File: config.mk
export PLATFORM = sky130hd
export DESIGN_NAME = bit_match_counter
export DESIGN_NICKNAME = d
export VERILOG_FILES = /design/src/rtl/bmc_pkg.sv /design/src/rtl/bmc_delay_line.sv /design/src/rtl/bmc_burst_tally.sv /design/src/rtl/bmc_bin2bcd.sv /design/src/rtl/bit_match_counter.sv
export SDC_FILE = /design/constraint.sdc
export NUM_CORES = 1
export LEC_CHECK = 0
export BUFFER_PORTS_ARGS = -buffer_cell sky130_fd_sc_hd__buf_4
export CAP_MARGIN = 20
export CORE_AREA = 2 2 155 157
export CTS_CLUSTER_DIAMETER = 80
export CTS_CLUSTER_SIZE = 40
export DETAILED_ROUTE_END_ITERATION = 7
export DIE_AREA = 0 0 157 159
export PLACE_DENSITY = 0.82
export REMOVE_ABC_BUFFERS = 1
export SKIP_LAST_GASP = 1
export SYNTH_ARGS = -nofsm -noshare
export SYNTH_HDL_FRONTEND = slang
export SYNTH_SLANG_ARGS = --single-unit
File: constraint.sdc
create_clock -name clk -period 25.2 [get_ports clk]
set_input_delay 7.56 -clock clk [delete_from_list [all_inputs] [get_ports clk]]
set_output_delay 7.56 -clock clk [all_outputs]
set_load 0.01 [all_outputs]
File: src/rtl/bmc_pkg.sv
package bmc_pkg;
   // per-bit observation handed from the comparator to the tally
   typedef struct packed {
      logic strobe;   // a bit period is being sampled this cycle
      logic agree;    // received bit equals the delayed reference
   } bit_obs_t;
endpackage

File: src/rtl/bmc_delay_line.sv
module bmc_delay_line
   import bmc_pkg::*;
#(
   parameter int SEL_W = 8
) (
   input  logic             clk,
   input  logic             rst,
   input  logic             bit_en,
   input  logic             tx_nrz,
   input  logic             rx_nrz,
   input  logic [SEL_W-1:0] dly_sel,
   output bit_obs_t         obs
);
   localparam int STAGES = (1 << SEL_W) - 1;

   logic [STAGES-1:0] hist;
   logic [STAGES:0]   taps;
   logic              ref_bit;

   always_ff @(posedge clk or posedge rst) begin
      if (rst)
         hist <= '0;
      else if (bit_en)
         hist <= {hist[STAGES-2:0], tx_nrz};
   end

   // tap 0 is the live transmit bit, tap d the bit from d periods ago
   assign taps    = {hist, tx_nrz};
   assign ref_bit = taps[dly_sel];

   assign obs.strobe = bit_en;
   assign obs.agree  = (ref_bit == rx_nrz);
endmodule

File: src/rtl/bmc_burst_tally.sv
module bmc_burst_tally
   import bmc_pkg::*;
#(
   parameter int BURST    = 1000,
   parameter int CNT_W    = 10,
   parameter int SYNC_MIN = 990
) (
   input  logic             clk,
   input  logic             rst,
   input  bit_obs_t         obs,
   output logic [CNT_W-1:0] tally,
   output logic             in_sync
);
   logic [CNT_W-1:0] pos;
   logic [CNT_W-1:0] run;
   logic [CNT_W-1:0] run_nx;
   logic             last;

   assign run_nx = run + {{(CNT_W-1){1'b0}}, obs.agree};
   assign last   = (pos == CNT_W'(BURST - 1));

   always_ff @(posedge clk or posedge rst) begin
      if (rst) begin
         pos     <= '0;
         run     <= '0;
         tally   <= '0;
         in_sync <= 1'b0;
      end else if (obs.strobe) begin
         if (last) begin
            pos     <= '0;
            run     <= '0;
            tally   <= run_nx;
            in_sync <= (run_nx >= CNT_W'(SYNC_MIN));
         end else begin
            pos <= pos + 1'b1;
            run <= run_nx;
         end
      end
   end
endmodule

File: src/rtl/bmc_bin2bcd.sv
module bmc_bin2bcd #(
   parameter int BIN_W  = 10,
   parameter int DIGITS = 4
) (
   input  logic [BIN_W-1:0]    bin,
   output logic [4*DIGITS-1:0] bcd
);
   logic [4*DIGITS-1:0] acc;

   // shift-and-add-three conversion, unrolled over the input bits
   always_comb begin
      acc = '0;
      for (int i = BIN_W - 1; i >= 0; i--) begin
         for (int d = 0; d < DIGITS; d++) begin
            if (acc[4*d +: 4] > 4'd4)
               acc[4*d +: 4] = acc[4*d +: 4] + 4'd3;
         end
         acc = {acc[4*DIGITS-2:0], bin[i]};
      end
      bcd = acc;
   end
endmodule

File: src/rtl/bit_match_counter.sv
module bit_match_counter
   import bmc_pkg::*;
#(
   parameter int  SEL_W      = 8,
   parameter int  BURST      = 1000,
   parameter int  SYNC_MIN   = 990,
   parameter int  BCD_DIGITS = 4,
   localparam int CNT_W      = $clog2(BURST + 1)
) (
   input  logic                    clk,
   input  logic                    rst,
   input  logic                    bit_en,
   input  logic                    tx_nrz,
   input  logic                    rx_nrz,
   input  logic [SEL_W-1:0]        dly_sel,
   output logic [4*BCD_DIGITS-1:0] match_bcd,
   output logic [CNT_W-1:0]        match_bin,
   output logic                    sync_led
);
   generate
      if (SEL_W < 2) begin : g_bad_sel
         $error("SEL_W must be at least 2");
      end
      if (BURST < 2) begin : g_bad_burst
         $error("BURST must be at least 2");
      end
      if (SYNC_MIN > BURST) begin : g_bad_sync
         $error("SYNC_MIN cannot exceed BURST");
      end
      if (10 ** BCD_DIGITS <= BURST) begin : g_bad_digits
         $error("BCD_DIGITS too small for BURST");
      end
   endgenerate

   bit_obs_t obs;

   bmc_delay_line #(.SEL_W(SEL_W)) u_dly (
      .clk     (clk),
      .rst     (rst),
      .bit_en  (bit_en),
      .tx_nrz  (tx_nrz),
      .rx_nrz  (rx_nrz),
      .dly_sel (dly_sel),
      .obs     (obs)
   );

   bmc_burst_tally #(
      .BURST    (BURST),
      .CNT_W    (CNT_W),
      .SYNC_MIN (SYNC_MIN)
   ) u_tally (
      .clk     (clk),
      .rst     (rst),
      .obs     (obs),
      .tally   (match_bin),
      .in_sync (sync_led)
   );

   bmc_bin2bcd #(.BIN_W(CNT_W), .DIGITS(BCD_DIGITS)) u_bcd (
      .bin (match_bin),
      .bcd (match_bcd)
   );
endmodule

After elaboration in Yosys (flattened, before gate mapping)

Cells that the tools add are included.

Input port bits: 13
Register bits: 286
Word-level logic and storage cells: 52
Output and inout port bits: 27

Mux-type cells: 16
$lt $le $gt $ge: 14
$add $sub $neg: 14
Reduce and logical (&&, ||, !) cells: 1
Equality and inequality tests: 2

Operator list:

| operator              | count |
|---|---|
| $mux 4                | 12 |
| $add 4x2->4 const B   | 9 |
| $gt 4x3->1 const B    | 9 |
| $mux 10               | 2 |
| $add 3x2->4 const B   | 3 |
| $add 10x1->10         | 1 |
| $add 10x1->10 const B | 1 |
| $eq 10x10->1 const B  | 1 |
| $ge 10x10->1 const B  | 1 |
| $gt 3x3->1 const B    | 3 |
| $lt 8x9->1 const B    | 1 |
| $bmux 1 s8            | 1 |
| $reduce_and 2->1      | 1 |
| $eq 1x1->1            | 1 |
| $mux 1                | 1 |

Longest topological paths before layout

Depth in word-level cells: 14
Mapped depth: 26
Depth with buffers taken out: 23

By module

Synthesis repeated with hierarchy kept, for this count alone.

Cells, all modules: 1110
Area, all modules: 14737.9 um^2

By module, submodules not included:

| module          | cells each | sequential area each (um^2) | instances | area each (um^2) |
|---|---|---|---|---|
| bmc_delay_line  | 727        | 6381.1                      | 1         | 11666.2 |
| bmc_bin2bcd     | 237        | 0.0                         | 1         | 1569.0 |
| bmc_burst_tally | 146        | 775.7                       | 1         | 1502.7 |

Least setup slack after synthesis

OpenSTA, ideal clock, no wires.

Path type: register to output
Start point: register u_tally.tally[7]
End point: output match_bcd[2]
Data required time: 17.640 ns
Path slack: 12.574 ns
Path buffers: 3
Arrival: 5.066 ns
Stages on the path, launching flop included: 27
Path through: dfrtp_1 -> buf_6 -> inv_1 -> ha_1 -> inv_1 -> ha_1 -> buf_4 -> nor2_2 -> o21ai_0 -> o2bb2ai_2 -> mux2i_1 -> a22o_1 -> clkbuf_1 -> nor3_1 -> o21ai_0 -> o211ai_1 -> inv_1 -> ha_1 -> a21o_1 -> a21oi_1 -> a2111oi_0 -> a31oi_1 -> xnor2_1 -> ha_1 -> inv_1 -> a21oi_1 -> mux2i_1

Cells in the longest elaborated chain, start to end: 14
Elaborated cells between the ends (all ways): 21
Classes of those cells: add/sub (7); order compare (7); mux (7)

Ends and longest elaborated chain:

| item                                      | line                                 | source |
|---|---|---|
| start: declaration                        | bmc_burst_tally.sv:11                | `output logic [CNT_W-1:0] tally,` |
| start signal: assignment                  | bmc_burst_tally.sv:32                | `tally <= run_nx;` |
| $add 3x2->4 or $gt 3x3->1 (tied branches) | bmc_bin2bcd.sv:16, bmc_bin2bcd.sv:15 |  |
| $mux 4 *                                  | bmc_bin2bcd.sv:15                    | `if (acc[4*d +: 4] > 4'd4)` |
| $add 4x2->4 or $gt 4x3->1 (tied branches) | bmc_bin2bcd.sv:16, bmc_bin2bcd.sv:15 |  |
| $mux 4 *                                  | bmc_bin2bcd.sv:15                    |  |
| $add 4x2->4 or $gt 4x3->1 (tied branches) | bmc_bin2bcd.sv:16, bmc_bin2bcd.sv:15 |  |
| $mux 4 *                                  | bmc_bin2bcd.sv:15                    |  |
| $gt 4x3->1 or $add 4x2->4 (tied branches) | bmc_bin2bcd.sv:15, bmc_bin2bcd.sv:16 |  |
| $mux 4 *                                  | bmc_bin2bcd.sv:15                    |  |
| $add 4x2->4 or $gt 4x3->1 (tied branches) | bmc_bin2bcd.sv:16, bmc_bin2bcd.sv:15 |  |
| $mux 4 *                                  | bmc_bin2bcd.sv:15                    |  |
| $gt 4x3->1 or $add 4x2->4 (tied branches) | bmc_bin2bcd.sv:15, bmc_bin2bcd.sv:16 |  |
| $mux 4 *                                  | bmc_bin2bcd.sv:15                    |  |
| $add 4x2->4 or $gt 4x3->1 (tied branches) | bmc_bin2bcd.sv:16, bmc_bin2bcd.sv:15 |  |
| $mux 4 *                                  | bmc_bin2bcd.sv:15                    |  |
| end: declaration                          | bit_match_counter.sv:16              | `output logic [4*BCD_DIGITS-1:0] match_bcd,` |

Every way passes the cells marked *; elsewhere a longest branch is shown, timed or not.

Worst setup path after layout

Same ends and word-level chain as after synthesis.

==> PnR_summary.wiki <==
{| class="wikitable"
! Metric !! Value
|-
| Syn-to-layout area delta || 5.74%
|-
| TritonCTS clock tree || done
|-
| Horiz. Die Dim || 157 µm
|-
| Post-route DRC violation count || 0
|-
| Type of the tightest min-delay check || reg -> reg
|-
| Placed standard-cell area || 0.0153 mm²
|-
| Worst path required time || 17640 ps
|-
| Launch point of the worst reg-to-reg path || u_dly.hist[238]
|-
| Layout Cells excl Fill || 1411
|-
| Measured slew at the worst slew-check pin || 1060 ps
|-
| Max-slew headroom || 29.3%
|-
| Startpoint of the most critical setup path || u_tally.tally[7]
|-
| Synth unique cells || 85
|-
| Initial antenna violation count || 0
|-
| Most frequent cell after synthesis || sky130_fd_sc_hd__dfrtp_1
|-
| RSZ-0062 raised after global routing || false
|-
| Worst-skew pair later-pin latency || 500 ps
|-
| Max Cap Viol || 0
|-
| Initial detailed-routing violation count || 693
|-
| Leakage power || 0.00727 µW
|-
| Number of vias per cell after detailed routing || 6.26
|-
| DP HPWL || 17000 µm
|-
| Fill count || 1572
|-
| Total congestion overflow || 0
|-
| Post-CTS resize count || 0
|-
| Clock buffer count from CTS || 13
|-
| Count of flip-flops with a built-in enable after synthesis || 0
|-
| Worst-path clk slew || 130 ps
|-
| PwrDens || 55.2 mW/mm²
|-
| ANT nets after route || 0
|-
| Final hold vios || 0
|-
| Final-layout setup total negative slack || 0 ps
|-
| Total setup violations reported at the end of the flow || 0
|-
| Port Buf Inserts || 36
|-
| Total routing resource utilization after global routing || 22.7%
|-
| Share of synthesized registers carrying an async set or reset || 100%
|-
| Maximum fanout encountered on the critical timing path || 16
|-
| Cell type with the highest aggregate area in the netlist || sky130_fd_sc_hd__dfrtp_1
|-
| Result of the run || complete, no violations
|-
| Post-synthesis cell count || 1107
|-
| Post-placement cell count || 1389
|-
| Length in cells of the worst reg-to-reg path || 11
|-
| Starting utilization of the core area || 64.3%
|-
| Vias post-DR || 8833
|-
| H-tree lvl count || 1
|-
| Post-CTS setup repair buffer count || 0
|-
| Minimum period implied by the final worst setup slack || 14290 ps
|-
| Core area || 0.0232 mm²
|-
| Post-Route Skew || 57.7 ps
|-
| Vias in the first global route || 9141
|-
| Number of detailed-routing iterations run before antenna repair || 5
|-
| Per-cell routed wire length || 19.1 µm
|-
| Fin crit share || 56.7%
|-
| Max Fclk || 0.0700 GHz
|-
| Fraction of layout cells with a size suffix above 1 || 39.3%
|-
| Hold Path Depth || 1
|-
| Crit path capture type || output pin
|-
| Sinks on the clock net || 286
|-
| VDD IR max || 0.0552 mV
|-
| Die span in y || 159 µm
|-
| Number of synthesized register bits || 286
|-
| Worst hold slack across all endpoints || 522 ps
|-
| Library cell used as clock root buffer || sky130_fd_sc_hd__clkbuf_16
|-
| WP data arrival || 6730 ps
|-
| Post-layout net count || 1117
|-
| Ports placed on the boundary || 40
|-
| Area of all placed cells without fillers || 0.0158 mm²
|-
| Critical path class || reg -> out
|-
| DRT Wirelength || 26900 µm
|-
| Average instance area after synthesis || 13.5 µm²
|-
| Maximum count of clock buffers along a single path || 3
|-
| Netlist area before placement || 0.0149 mm²
|-
| Final weighted congestion in routability-driven placement || 0.859
|-
| Crit start category || register
|-
| Main area contributors after synthesis || sky130_fd_sc_hd__dfrtp_1 48%, sky130_fd_sc_hd__mux2_2 19%, sky130_fd_sc_hd__mux4_2 13%
|-
| Full die area || 0.0250 mm²
|-
| Hold wc startpoint || u_dly.hist[254]
|-
| Placement Rows || 56
|-
| Most frequent cells after synthesis || 286 x sky130_fd_sc_hd__dfrtp_1, 256 x sky130_fd_sc_hd__mux2_2, 85 x sky130_fd_sc_hd__mux4_2
|-
| First-pass GRT wire length || 46800 µm
|-
| Leading register cell type out of synthesis || sky130_fd_sc_hd__dfrtp_1
|-
| Total count of max-transition violations in the final report || 0
|-
| Pin count of the biggest net entering global routing || 188
|-
| CTS Hold Buffers Added || 0
|-
| Part of the Yosys area used for sequential elements || 48.0%
|-
| Total number of yosys warnings || 0
|-
| Diodes inserted || 0
|-
| Synth top area share || 48.0%
|}
report_power, final:
group / total [µW] / internal (µW) / switching, µW
Combinational: 94.3 / 50.4 / 43.9
Sequential: 513 / 488 / 25.9
Clock: 262 / 107 / 155
Total: 870 / 645 / 225
kinds of logic (layout without fill, tap and decap cells):
family,after synthesis,in the layout,share of synthesized area (%)
xor+xnor,29,29,1.91
other cells,1,3,0.0252
simple gates,171,171,5.55
mux,349,349,32.7
flops,286,286,48.0
buf+inv,103,86,2.85
fa+ha+maj,19,19,1.59
compound gates,149,149,7.34
per-layer routing:
layer / part of all wire (%) / wire length, µm / GRT usage [%] / vias up
met3: 3.1 / 829 / 2.04 / 35
met1: 44 / 11900 / 33.1 / 4539
met2: 51 / 13800 / 38.1 / 160
met5: 0 / 0 / 0 / -
met4: 1.4 / 384 / 4.46 / 0
li1: - / - / - / 4099
final timing paths:
kind                               endpoint  slack [ps]
min                         u_dly.hist[254]         520
min in group asynchronous  u_tally.tally[1]        7130
max                            match_bcd[2]       10910
max in group asynchronous    u_dly.hist[62]       16680
min reg2reg                 u_dly.hist[254]         520
max reg2reg                 u_tally.in_sync       20980
per-stage QoR:
| stage | total power [µW] | utilization [%] | setup slack (ps) |
|---|---|---|---|
| after floorplan | 581 | - | 9750 |
| after global placement | 613 | 66.0 | 11690 |
| after detailed placement | 617 | 66.0 | 11460 |
| after CTS | 879 | 68.0 | 10910 |
| after global routing | 909 | 68.0 | 10230 |
| final | 870 | 68.0 | 10910 |
sequential cells by signal, indices dropped and copies added, names as in the netlist:
signal           count
u_dly.hist         255
u_tally.pos         10
u_tally.run         10
u_tally.tally       10
u_tally.in_sync      1
critical path, cell delays in order (launching register included):
cell and delay (ps):
sky130_fd_sc_hd__dfrtp_1 690, sky130_fd_sc_hd__inv_1 160, sky130_fd_sc_hd__ha_1 270, sky130_fd_sc_hd__inv_1 90
sky130_fd_sc_hd__ha_1 510, sky130_fd_sc_hd__and2_1 300, sky130_fd_sc_hd__o21ai_0 160, sky130_fd_sc_hd__o2bb2ai_2 410
sky130_fd_sc_hd__mux2i_1 300, sky130_fd_sc_hd__a22o_1 520, sky130_fd_sc_hd__nor3_1 100, sky130_fd_sc_hd__o21ai_0 180
sky130_fd_sc_hd__o211ai_1 100, sky130_fd_sc_hd__inv_1 100, sky130_fd_sc_hd__ha_1 390, sky130_fd_sc_hd__a21o_1 160
sky130_fd_sc_hd__a21oi_1 60, sky130_fd_sc_hd__a2111oi_0 370, sky130_fd_sc_hd__a31oi_1 140, sky130_fd_sc_hd__xnor2_1 320
sky130_fd_sc_hd__ha_1 240, sky130_fd_sc_hd__inv_1 60, sky130_fd_sc_hd__a21oi_1 230, sky130_fd_sc_hd__mux2i_1 220
sky130_fd_sc_hd__buf_4 140
final cells by class:
type	count	area, µm²	area share (%)
multi-input combinational	720	7330	46.5
clock inverter	8	123	0.778
clock buffer	14	329	2.09
inverter	23	93.8	0.595
sequential	286	7160	45.4
tap	319	399	2.53
timing repair buffer	41	328	2.08
cell usage in the layout, fill, tap and decap left out, types with 5 or more instances in the layout:
| cell type | instances |
|---|---|
| sky130_fd_sc_hd__mux2_2 | 256 |
| sky130_fd_sc_hd__o31ai_1 | 5 |
| sky130_fd_sc_hd__ha_1 | 19 |
| sky130_fd_sc_hd__nand3_1 | 15 |
| sky130_fd_sc_hd__nor3_1 | 15 |
| sky130_fd_sc_hd__mux2i_1 | 7 |
| sky130_fd_sc_hd__dfrtp_1 | 286 |
| sky130_fd_sc_hd__and3_1 | 10 |
| sky130_fd_sc_hd__clkbuf_16 | 13 |
| sky130_fd_sc_hd__a211oi_1 | 5 |
| sky130_fd_sc_hd__nand4_1 | 8 |
| sky130_fd_sc_hd__a31oi_1 | 7 |
| sky130_fd_sc_hd__xor2_1 | 7 |
| sky130_fd_sc_hd__a21oi_1 | 19 |
| sky130_fd_sc_hd__inv_1 | 22 |
| sky130_fd_sc_hd__nand2_1 | 56 |
| sky130_fd_sc_hd__nor2_1 | 38 |
| sky130_fd_sc_hd__buf_4 | 39 |
| sky130_fd_sc_hd__o21ai_0 | 39 |
| sky130_fd_sc_hd__xnor2_1 | 19 |
| sky130_fd_sc_hd__o22ai_1 | 11 |
| sky130_fd_sc_hd__o211ai_1 | 6 |
| sky130_fd_sc_hd__mux4_2 | 85 |
(Power assumes the default switching activity.)
